--- src/rtl/usb_rx_pkg.sv ---
package usb_rx_pkg;
    typedef enum logic [1:0] {
        LS_SE0 = 2'd0,
        LS_J   = 2'd1,
        LS_K   = 2'd2,
        LS_SE1 = 2'd3
    } line_t;
endpackage

--- src/rtl/usb_line_classify.sv ---
module usb_line_classify
    import usb_rx_pkg::*;
(
    input  logic  dp,
    input  logic  dm,
    input  logic  low_speed,
    output line_t state
);
    // polarity of the differential states flips with the speed select
    always_comb begin
        case ({dp, dm})
            2'b00:   state = LS_SE0;
            2'b11:   state = LS_SE1;
            2'b10:   state = low_speed ? LS_K : LS_J;
            default: state = low_speed ? LS_J : LS_K;
        endcase
    end
endmodule

--- src/rtl/usb_nrzi_destuff.sv ---
module usb_nrzi_destuff
    import usb_rx_pkg::*;
#(
    parameter int STUFF_LEN = 6
) (
    input  logic  clk,
    input  logic  rst_n,
    input  logic  bit_en,
    input  line_t state,
    output logic  bit_out,
    output logic  bit_valid,
    output logic  stuff_err,
    output logic  eop
);
    localparam int ONES_W = $clog2(STUFF_LEN + 1);

    typedef struct packed {
        logic              prev_k;
        logic [ONES_W-1:0] ones;
        logic [1:0]        se0_run;
        logic              dbit;
        logic              valid;
        logic              err;
        logic              eop;
    } dec_t;

    dec_t dec_d, dec_q;
    logic cur_k;
    logic dbit_now;

    always_comb begin
        dec_d       = dec_q;
        dec_d.valid = 1'b0;
        dec_d.err   = 1'b0;
        dec_d.eop   = 1'b0;
        cur_k       = (state == LS_K);
        dbit_now    = (cur_k == dec_q.prev_k);
        if (bit_en) begin
            case (state)
                LS_SE0: begin
                    if (dec_q.se0_run != 2'd2) dec_d.se0_run = dec_q.se0_run + 2'd1;
                end
                LS_SE1: ; // illegal state, decoder holds
                default: begin
                    dec_d.se0_run = 2'd0;
                    if (dec_q.se0_run == 2'd2 && !cur_k) begin
                        dec_d.eop    = 1'b1;
                        dec_d.prev_k = 1'b0;
                        dec_d.ones   = '0;
                    end else begin
                        dec_d.prev_k = cur_k;
                        if (dec_q.ones == ONES_W'(STUFF_LEN)) begin
                            dec_d.ones = '0;       // drop stuffed bit
                            dec_d.err  = dbit_now;
                        end else begin
                            dec_d.valid = 1'b1;
                            dec_d.dbit  = dbit_now;
                            dec_d.ones  = dbit_now ? dec_q.ones + ONES_W'(1) : '0;
                        end
                    end
                end
            endcase
        end
    end

    always_ff @(posedge clk) begin
        if (!rst_n) dec_q <= '0;
        else        dec_q <= dec_d;
    end

    assign bit_out   = dec_q.dbit;
    assign bit_valid = dec_q.valid;
    assign stuff_err = dec_q.err;
    assign eop       = dec_q.eop;

    p_valid_err_excl_r4: assert property (@(posedge clk) disable iff (!rst_n)
        !(bit_valid && stuff_err));
    p_ones_bound_r3: assert property (@(posedge clk) disable iff (!rst_n)
        dec_q.ones <= ONES_W'(STUFF_LEN));
    p_valid_after_strobe_r2: assert property (@(posedge clk) disable iff (!rst_n)
        bit_valid |-> $past(bit_en));
    p_eop_no_bit_r6: assert property (@(posedge clk) disable iff (!rst_n)
        eop |-> (!bit_valid && $past(state == LS_J)));
endmodule

--- src/rtl/usb_reset_timer.sv ---
module usb_reset_timer #(
    parameter int RESET_CYCLES = 1_250_000
) (
    input  logic clk,
    input  logic rst_n,
    input  logic se0_now,
    output logic bus_reset
);
    localparam int CNT_W = $clog2(RESET_CYCLES + 2);
    localparam logic [CNT_W-1:0] CNT_TRIP = CNT_W'(RESET_CYCLES);
    localparam logic [CNT_W-1:0] CNT_SAT  = CNT_W'(RESET_CYCLES + 1);

    typedef struct packed {
        logic [CNT_W-1:0] cnt;
        logic             pulse;
    } tmr_t;

    tmr_t tmr_d, tmr_q;

    always_comb begin
        tmr_d       = tmr_q;
        tmr_d.pulse = 1'b0;
        if (!se0_now) begin
            tmr_d.cnt = '0;
        end else if (tmr_q.cnt != CNT_SAT) begin
            tmr_d.cnt   = tmr_q.cnt + CNT_W'(1);
            tmr_d.pulse = (tmr_q.cnt == CNT_TRIP);
        end
    end

    always_ff @(posedge clk) begin
        if (!rst_n) tmr_q <= '0;
        else        tmr_q <= tmr_d;
    end

    assign bus_reset = tmr_q.pulse;

    p_reset_single_r7: assert property (@(posedge clk) disable iff (!rst_n)
        bus_reset |=> !bus_reset);
    p_reset_needs_se0_r8: assert property (@(posedge clk) disable iff (!rst_n)
        bus_reset |-> $past(se0_now));
endmodule

--- src/rtl/usb_line_rx.sv ---
module usb_line_rx
    import usb_rx_pkg::*;
#(
    parameter int RESET_CYCLES = 1_250_000,
    parameter int STUFF_LEN    = 6
) (
    input  logic       clk,
    input  logic       rst_n,
    input  logic       low_speed,
    input  logic       dp,
    input  logic       dm,
    input  logic       bit_en,
    output logic [1:0] line_state,
    output logic       bit_out,
    output logic       bit_valid,
    output logic       stuff_err,
    output logic       eop,
    output logic       bus_reset
);
    line_t state_now;
    line_t ls_d, ls_q;

    usb_line_classify u_class (
        .dp        (dp),
        .dm        (dm),
        .low_speed (low_speed),
        .state     (state_now)
    );

    always_comb ls_d = state_now;

    always_ff @(posedge clk) begin
        if (!rst_n) ls_q <= LS_J;
        else        ls_q <= ls_d;
    end

    assign line_state = ls_q;

    usb_nrzi_destuff #(.STUFF_LEN(STUFF_LEN)) u_dec (
        .clk       (clk),
        .rst_n     (rst_n),
        .bit_en    (bit_en),
        .state     (state_now),
        .bit_out   (bit_out),
        .bit_valid (bit_valid),
        .stuff_err (stuff_err),
        .eop       (eop)
    );

    usb_reset_timer #(.RESET_CYCLES(RESET_CYCLES)) u_tmr (
        .clk       (clk),
        .rst_n     (rst_n),
        .se0_now   (state_now == LS_SE0),
        .bus_reset (bus_reset)
    );

    p_reset_in_se0_r7: assert property (@(posedge clk) disable iff (!rst_n)
        bus_reset |-> (line_state == LS_SE0));
    p_eop_on_j_r6: assert property (@(posedge clk) disable iff (!rst_n)
        eop |-> (line_state == LS_J));
    p_valid_not_eop_r10: assert property (@(posedge clk) disable iff (!rst_n)
        !(bit_valid && eop));
endmodule

--- config.mk ---
export PLATFORM = sky130hd
export DESIGN_NAME = usb_line_rx
export DESIGN_NICKNAME = d
export VERILOG_FILES = /design/src/rtl/usb_rx_pkg.sv /design/src/rtl/usb_line_classify.sv /design/src/rtl/usb_nrzi_destuff.sv /design/src/rtl/usb_reset_timer.sv /design/src/rtl/usb_line_rx.sv
export SDC_FILE = /design/constraint.sdc
export NUM_CORES = 1
export LEC_CHECK = 0
export CAP_MARGIN = 15
export CORE_UTILIZATION = 25
export DETAILED_ROUTE_END_ITERATION = 7
export GPL_TIMING_DRIVEN = 0
export HOLD_SLACK_MARGIN = 0.08
export PLACE_DENSITY_LB_ADDON = 0.1
export SKIP_LAST_GASP = 1
export SLEW_MARGIN = 10
export SYNTH_ARGS = -nofsm -noshare
export SYNTH_HDL_FRONTEND = slang
export SYNTH_SLANG_ARGS = --single-unit
--- constraint.sdc ---
create_clock -name clk -period 2 [get_ports clk]
set_clock_uncertainty 0.05 [all_clocks]
set_input_delay 0.6 -clock clk [delete_from_list [all_inputs] [get_ports clk]]
set_output_delay 0.6 -clock clk [all_outputs]
set_load 0.1 [all_outputs]
==> metrics.csv, run 1 <==
metric,value,unit
status,"complete, no violations",
p_int,0.00102,W
pwr-share-comb,11.8,%
antenna_found_initial,0,
finalMaxSlewViolations,0,
hp-class,reg2reg,
synth-adder-area-share,6.62,%
cts_max_path_buffers,2,
async_flop_share,0,%
synth.most_common_cell,dfxtp_1,
syn_inst,191,
muxShareOfSynthArea,1.84,%
yosysTopAreaCellShare,40.0,%
cap_violations,0,
areaGrowthSynthToFinish,22.7,%
path_cells,buf_4 -> mux2i_4 -> inv_2 -> ha_4 -> or3_4 -> a2111o_1 -> a31oi_1,
route.detailed.wl_per_inst,12.9,µm
start_util,26.3,%
synthTopCellsByArea,"dfxtp_1, ha_1, nand2_1",
cts_buffers,5,
grt_pass1_vias,1302,
vias_per_cell,4.85,
drcViolationCount,0,
synth_xor_area_share,4.64,%
grt-ovfl-total,0,
arrival,2.12,ns
final_layout_size_suffix_gt1_share,21.3,%
synth-seq-cells,34,
fmax,0.508,GHz
setup_viol,0,
synth_compound_area_share,12.7,%
die_y,84.5,µm
relSlewSlack,63.0,%
clockRootBuffer,clkbuf_8,
min_period_over_period,98.5,%
p_switching,0.000363,W
crit_slowest_cell,or3_4,
multi_input_area,1020,µm²
syn_avg_cell_area,8.90,µm²
seqPwrFrac,50.5,%
crit_fanout,5,
mappedNetlistArea,1700,µm²
synth_top_family_by_area,simple AND/OR/NAND/NOR gates,
globalplace.congestion,0.697,
finalHoldViolations,0,
min_delay_path_depth,2,
hold_ws,0.433,ns
switching_share,26.2,%
clk_pin_slew_worst_paths,0.07,ns
reg2reg_depth,4,
io_pins,13,
tightest_slew,0.557,ns
yosysWarnings,0,
grt_max_degree,11,
synth_nets,206,
slowest_delay,0.41,ns
ff_latch_area,683,µm²
synth_edf_count,0,
core,6460,µm²
finalCriticalPeriod,1.97,ns
num_vias,1396,
dpl.hpwl,2650,µm
crit_required,2.15,ns
synth-simple-area-share,29.7,%
grt_pass1_wl,6330,µm
cp-end-kind,flop,
fillCellCount,688,
insertedDiodeCount,0,
rsz0062_at_grt,false,
p_leak,0.693,nW
fp-row-count,29,
first_iter_violations,49,
h-tree-depth,2,
pwr-share-clk,37.7,%
worstSetupPathType,in2reg,
nets,225,
power_density,663,nW/µm²
portBuffers,11,
wl,3710,µm
ys_seq_area_share,40.0,%
clkLatencyLatePin,0.28,ns
vdd_drop_max,0.339,mV
grtUsageTotal,11.2,%
synth_common_cells,"dfxtp_1, nand2_1, nor2_1",
die_w,84.5,µm
numClockSinks,34,
synth_top_cell_by_area,dfxtp_1,
antenna_left,0,
finalSetupTns,0,ns
synth_flop_cell,dfxtp_1,
dr.pass1.iters,4,
startpoint_type,primary input,
cts_tree,built,
netlist-cell-type-count,43,
dieArea,7140,µm²
==> sequential cells by signal, indices dropped and copies added (netlist names) <==
register	cells
line_state	2
u_dec.bit_out	1
u_dec.bit_valid	1
u_dec.dec_q	6
u_dec.eop	1
u_dec.stuff_err	1
u_tmr.bus_reset	1
u_tmr.tmr_q	21
==> what timing repair did <==
action / 4_1_cts / 5_1_grt
setup endpoints to repair: 39 / 10
resized for setup: 36 / 12
hold buffers: 0 / 0
setup buffers: 1 / 0
pin swaps: 0 / 1
==> cell usage in the layout (no fill, tap or decap), types with 7 or more instances in the layout <==
cell,netlist,routed
dfxtp_1,34,32
nand2_1,19,17
nor2_1,17,17
a21oi_1,13,12
inv_1,11,10
nand3_1,9,9
nand4_1,7,7
o21ai_0,7,7
ha_1,9,7
clkdlybuf4s15_2,0,7
==> power groups by stage <==
stage | sequential [W] | clock (W) | combinational (W)
floorplan | 0.000754 | 0 | 0.0000680
global placement | 0.000713 | 0 | 0.000152
detailed placement | 0.000713 | 0 | 0.000151
CTS | 0.000697 | 0.000552 | 0.000157
global route | 0.000700 | 0.000584 | 0.000176
finish | 0.000698 | 0.000522 | 0.000163
==> per-layer routing <==
| layer | share of wire (%) | track usage (%) | vias up | routed length, µm |
|---|---|---|---|---|
| met4 | 1.6 | 4.16 | 0 | 59 |
| met5 | 0 | 0 | - | 0 |
| met1 | 53 | 15.1 | 645 | 1980 |
| met3 | 3.7 | 3.24 | 6 | 137 |
| li1 | - | - | 726 | - |
| met2 | 41 | 17.0 | 19 | 1540 |
==> worst paths after layout <==
check	to	slack (ns)	startpoint
setup / recovery	u_dec.dec_q[8]	0.03	low_speed
hold / removal	u_dec.dec_q[9]	0.43	u_dec.dec_q[9]
setup reg to reg	u_tmr.tmr_q[20]	0.16	u_tmr.tmr_q[6]
hold reg to reg	u_dec.dec_q[9]	0.43	u_dec.dec_q[9]
==> area by class of cell <==
type                       instances  share of cell area, %
clock buffer                       7                   4.14
multi-input combinational        139                   49.1
clock inverter                     1                  0.240
buffer                             7                   1.74
timing repair buffer              12                   5.46
tap                               77                   4.62
inverter                          11                   1.98
sequential                        34                   32.8
==> logic make-up (layout without fill, tap and decap cells) <==
| family | after synthesis | in the layout |
|---|---|---|
| compound gates | 34 | 34 |
| xor+xnor | 9 | 9 |
| fa+ha+maj | 9 | 9 |
| buf+inv | 18 | 38 |
| flops | 34 | 34 |
| mux | 3 | 3 |
| simple gates | 84 | 84 |
==> metrics by stage <==
stage	setup WS (ns)	cell area [µm²]	cells	total power [W]	utilization (%)
after floorplan	0.00291	1730	191	0.000822	-
after global placement	-1.06	1940	279	0.000865	30.0
after detailed placement	-1.05	1940	279	0.000863	30.0
after CTS	0.00337	2070	288	0.00141	32.0
after global routing	0.00789	2090	288	0.00146	32.3
final	0.0306	2090	288	0.00138	32.3
==> worst max-delay path: cells and delay by family <==
| kind | cells | cell delay, ns |
|---|---|---|
| multiplexers | 1 | 0.24 |
| AND/OR/NAND/NOR | 1 | 0.41 |
| AO/OA/AOI/OAI | 2 | 0.51 |
| buffers and inverters | 2 | 0.19 |
| adder cells (fa/ha/maj) | 1 | 0.17 |
Note: power is estimated with default switching activity, not from simulation.
==> run 2, diff against run 1 <==
--- a/config.mk
+++ b/config.mk
@@ -6,6 +6,7 @@
 export NUM_CORES = 1
 export LEC_CHECK = 0
 export CAP_MARGIN = 15
+export CORE_MARGIN = 2
 export CORE_UTILIZATION = 25
 export DETAILED_ROUTE_END_ITERATION = 7
 export GPL_TIMING_DRIVEN = 0
==> run 2 against run 1 <==
Against the previous run: register-to-register slack is essentially flat; sequential cell count unchanged; utilization fell by 0.70 points; sequential power is essentially flat; non-clock buffer count grew 3; maximum frequency rose by 2.3%; critical path depth up 1; die area rose by 4.8%; clock-buffer cell count did not move; total power up 1.4%; clock power up 3%; via count down 0.43%; largest cell class unchanged.
==> metrics.csv, run 2 (synthesis results as in run 1) <==
metric,value,unit
grt_max_degree,11,
antenna_left,0,
vias_per_cell,4.73,
final_common_cell,dfxtp_1,
multi_input_area,1020,µm²
min_delay_path_depth,2,
cap_violations,0,
cp_num_buf_inv,2,
route.top_layer_used,met4,
route.detailed.wl_per_inst,12.6,µm
crit-reg2reg-launch,u_tmr.tmr_q[1],
crit_required,2.16,ns
fin_ws,0.0758,ns
dieArea,7480,µm²
hold_ws,0.424,ns
clockRootBuffer,clkbuf_8,
fillCellCount,725,
cp-end-kind,flop,
cts_max_path_buffers,2,
cts_tree,built,
worstSetupPathType,in2reg,
p_leak,0.708,nW
finalCriticalPeriod,1.92,ns
clkLatencyLatePin,0.29,ns
wl_met2,1630,µm
rsz0062_at_grt,true,
ff_latch_area,683,µm²
numClockSinks,34,
start_util,25.4,%
rr_endpoint,u_tmr.tmr_q[19],
portBuffers,11,
areaGrowthSynthToFinish,24.1,%
fin_util,31.6,%
rrSetupSlack,0.15,ns
die_w,86.5,µm
arrival,2.08,ns
grtUsageTotal,11.0,%
crit_end,u_dec.dec_q[6],
fin_total_pwr,0.00140,W
antenna_found_initial,0,
min_period_over_period,96.2,%
final_cell_mix,"dfxtp_1, nand2_1, nor2_1",
fp-row-count,30,
crit_fanout,3,
holdBufCountCts,0,
final_layout_size_suffix_gt1_share,22.0,%
cp.depth,8,
core,6680,µm²
crit_slowest_cell,or3_4,
io_pins,13,
grt_pass1_wl,6510,µm
num_vias,1390,
globalplace.congestion,0.729,
die_y,86.5,µm
finalMaxSlewViolations,0,
vdd_drop_max,0.252,mV
grt_pass1_vias,1345,
wl,3690,µm
startpoint,low_speed,
finalHoldViolations,0,
tightest_slew,0.550,ns
critPathTopFamily,simple AND/OR/NAND/NOR gates,
grt-ovfl-total,0,
wl_met1,1880,µm
clk_pin_slew_worst_paths,0.07,ns
wl_met3,122,µm
finalSetupTns,0,ns
pre_cts_ws,-0.962,ns
first_iter_violations,25,
path_cells,buf_6 -> mux2i_4 -> inv_2 -> ha_4 -> or3_4 -> a21oi_4 -> nand2_2 -> o31ai_2,
power_density,664,nW/µm²
status,"complete, no violations",
hp-class,reg2reg,
dr.pass1.iters,4,
h-tree-depth,2,
dpl.hpwl,2600,µm
cts_buffers,5,
reg2reg_depth,5,
startpoint_type,primary input,
setup_viol,0,
largest_reg_flops,21,
nets,228,
fmax,0.520,GHz
top_register,u_tmr.tmr_q,
relSlewSlack,63.5,%
insertedDiodeCount,0,
drcViolationCount,0,
slowest_delay,0.41,ns
==> run 2: cell count changes in the layout (fill, tap and decap cells not counted), sizes merged <==
cell,before,now
buf,4,7
==> run 2: power breakdown <==
group | switching, W | total (W) | internal [W]
sequential | 0.00000814 | 0.000697 | 0.000689
combinational | 0.000110 | 0.000169 | 0.0000594
clock | 0.000258 | 0.000536 | 0.000278
==> run 2: how the worst min path moves through the flow <==
| stage | to | slack [ns] | startpoint |
|---|---|---|---|
| final | u_dec.dec_q[9] | 0.42 | u_dec.dec_q[9] |
| after floorplan | u_dec.dec_q[9] | 0.40 | u_dec.dec_q[9] |
| after global routing | u_tmr.tmr_q[21] | 0.46 | u_tmr.tmr_q[21] |
| after detailed placement | u_dec.dec_q[9] | 0.41 | u_dec.dec_q[9] |
| after CTS | u_dec.dec_q[9] | 0.43 | u_dec.dec_q[9] |
| after global placement | u_dec.dec_q[9] | 0.41 | u_dec.dec_q[9] |
==> run 2: per-stage QoR <==
stage	std cells	cell area, µm²
global route	294	2110
floorplan	191	1730
global placement	282	1940
detailed placement	282	1940
CTS	292	2070
finish	294	2110
==> run 2: cell type report <==
cell class	instances	share of cell area, %
multi-input cells	139	48.3
well taps	80	4.74
clock buffers	7	4.09
repair buffers	15	6.64
inverters	11	1.96
flip-flops and latches	34	32.4
clock inverters	1	0.237
plain buffers	7	1.72
==> run 2: repair_timing <==
item                                    4_1_cts  5_1_grt
endpoints found under the hold margin         0        0
endpoints found under the setup margin       39       18
pin swaps                                     0        3
buffers inserted                              2        2
resized for setup                            36       12
==> run 2: routing by layer <==
layer	track usage [%]	up-vias
li1	-	732
met1	14.5	636
met2	16.8	15
met3	3.24	7
met4	4.26	0
met5	0	-
==> run 2: tightest hold or removal path: cells and delay by family, from the launching register on <==
kind	cells	cell delay, ns
AO/OA/AOI/OAI	1	0.05
flip-flops	1	0.32
AND/OR/NAND/NOR	1	0.05
==> run 3, diff against run 2 <==
--- a/config.mk
+++ b/config.mk
@@ -17,3 +17,4 @@
 export SYNTH_ARGS = -nofsm -noshare
 export SYNTH_HDL_FRONTEND = slang
 export SYNTH_SLANG_ARGS = --single-unit
+export TNS_END_PERCENT = 30
==> run 3 against run 2 <==
Against the previous run: the run now ends with negative setup slack left; clock power hardly changed; via count shrank 1.2%; combinational power is 4% lower; sequential power barely moved; worst setup slack lost 0.13 ns; die area is the same; sequential share of layout area rose by 0.62 points; final cell count fell by 0.68%; non-clock buffer count is 2 lower.
==> metrics.csv, run 3 (synthesis results as in run 1) <==
metric,value,unit
grt_pass1_vias,1331,
antenna_left,0,
final_layout_size_suffix_gt1_share,18.4,%
final_common_cell,dfxtp_1,
portBuffers,11,
power_density,676,nW/µm²
cts_max_path_buffers,2,
cts_tree,built,
ff_latch_area,681,µm²
die_w,86.5,µm
dieArea,7480,µm²
num_vias,1374,
largest_reg_flops,21,
startpoint_type,flop,
cap_violations,0,
wl,3650,µm
fillCellCount,729,
nets,226,
finalMaxSlewViolations,0,
insertedDiodeCount,0,
globalplace.congestion,0.729,
cts_buffers,5,
fp-row-count,30,
core,6680,µm²
clkLatencyLatePin,0.29,ns
crit_fanout,1,
grt_max_degree,11,
clockRootBuffer,clkbuf_8,
first_iter_violations,27,
setup_viol,3,
drcViolationCount,0,
vias_per_cell,4.71,
critPathTopFamily,buffers and inverters,
violations,negative setup slack,
finalHoldViolations,0,
placed_area,1940,µm²
clk_pin_slew_worst_paths,0.07,ns
grt-ovfl-total,0,
grt_pass1_wl,6450,µm
die_y,86.5,µm
route.detailed.wl_per_inst,12.5,µm
status,"finished, violations left",
top_register,u_tmr.tmr_q,
fin_ws,-0.0570,ns
dr.pass1.iters,4,
cp-end-kind,output port,
areaGrowthSynthToFinish,21.3,%
fin_area,2060,µm²
arrival,1.41,ns
crit_slowest_cell,clkdlybuf4s15_1,
path_cells,clkdlybuf4s15_1,
crit_required,1.35,ns
h-tree-depth,2,
final_cell_mix,"dfxtp_1, nand2_1, nor2_1",
p_leak,0.700,nW
cp_num_buf_inv,1,
rsz0062_at_grt,true,
worstSetupPathType,reg2out,
io_pins,13,
finalCriticalPeriod,2.06,ns
grtUsageTotal,10.9,%
tightest_slew,0.956,ns
fin_total_pwr,0.00139,W
slowest_delay,0.81,ns
min_period_over_period,103,%
antenna_found_initial,0,
vdd_drop_max,0.256,mV
multi_input_area,1010,µm²
relSlewSlack,36.5,%
pre_cts_ws,-0.962,ns
dpl.hpwl,2600,µm
start_util,25.4,%
holdBufCountCts,0,
hp-class,reg2reg,
finalSetupTns,-0.167,ns
fmax,0.486,GHz
numClockSinks,34,
==> run 3: where the power goes <==
| part | leakage [nW] | total (W) | internal, W | switching (W) |
|---|---|---|---|---|
| logic | 0.376 | 0.000163 | 0.0000542 | 0.000109 |
| registers | 0.275 | 0.000697 | 0.000689 | 0.00000814 |
| clock network | 0.0482 | 0.000534 | 0.000278 | 0.000256 |
| total | 0.700 | 0.00139 | 0.00102 | 0.000373 |
==> run 3: routing by layer <==
| layer | vias up | track usage [%] | share of wire [%] |
|---|---|---|---|
| met1 | 622 | 14.7 | 51 |
| li1 | 730 | - | - |
| met3 | 7 | 3.24 | 3.3 |
| met4 | 0 | 4.26 | 1.7 |
| met2 | 15 | 16.2 | 44 |
| met5 | - | 0 | 0 |
==> run 3: path summary, 6_finish.rpt <==
kind	start	end	slack, ns	depth (start not counted)
hold / removal	u_dec.dec_q[9]	u_dec.dec_q[9]	0.42	2
setup reg to reg	u_tmr.tmr_q[1]	u_tmr.tmr_q[19]	0.04	5
setup / recovery	u_dec.eop	eop	-0.06	1
hold reg to reg	u_dec.dec_q[9]	u_dec.dec_q[9]	0.42	2
==> run 3: layout make-up <==
cell class | instances | area share, %
multi-input combinational | 139 | 49.0
sequential | 34 | 33.0
timing repair buffer | 13 | 4.97
tap | 80 | 4.85
clock buffer | 7 | 4.18
inverter | 11 | 2.00
buffer | 7 | 1.76
clock inverter | 1 | 0.243
==> run 3: repair_timing <==
action	4_1_cts	5_1_grt
setup buffers	0	2
endpoints found under the setup margin	39	24
pin swaps	0	3
gates cloned	0	0
gates resized for setup	26	15
==> run 3: through the flow <==
step	hold slack (ns)	util, %	instances
after floorplan	0.400	-	191
after global placement	0.412	29.0	282
after detailed placement	0.415	29.0	282
after CTS	0.426	30.7	290
after global routing	0.458	30.9	292
final	0.423	30.9	292
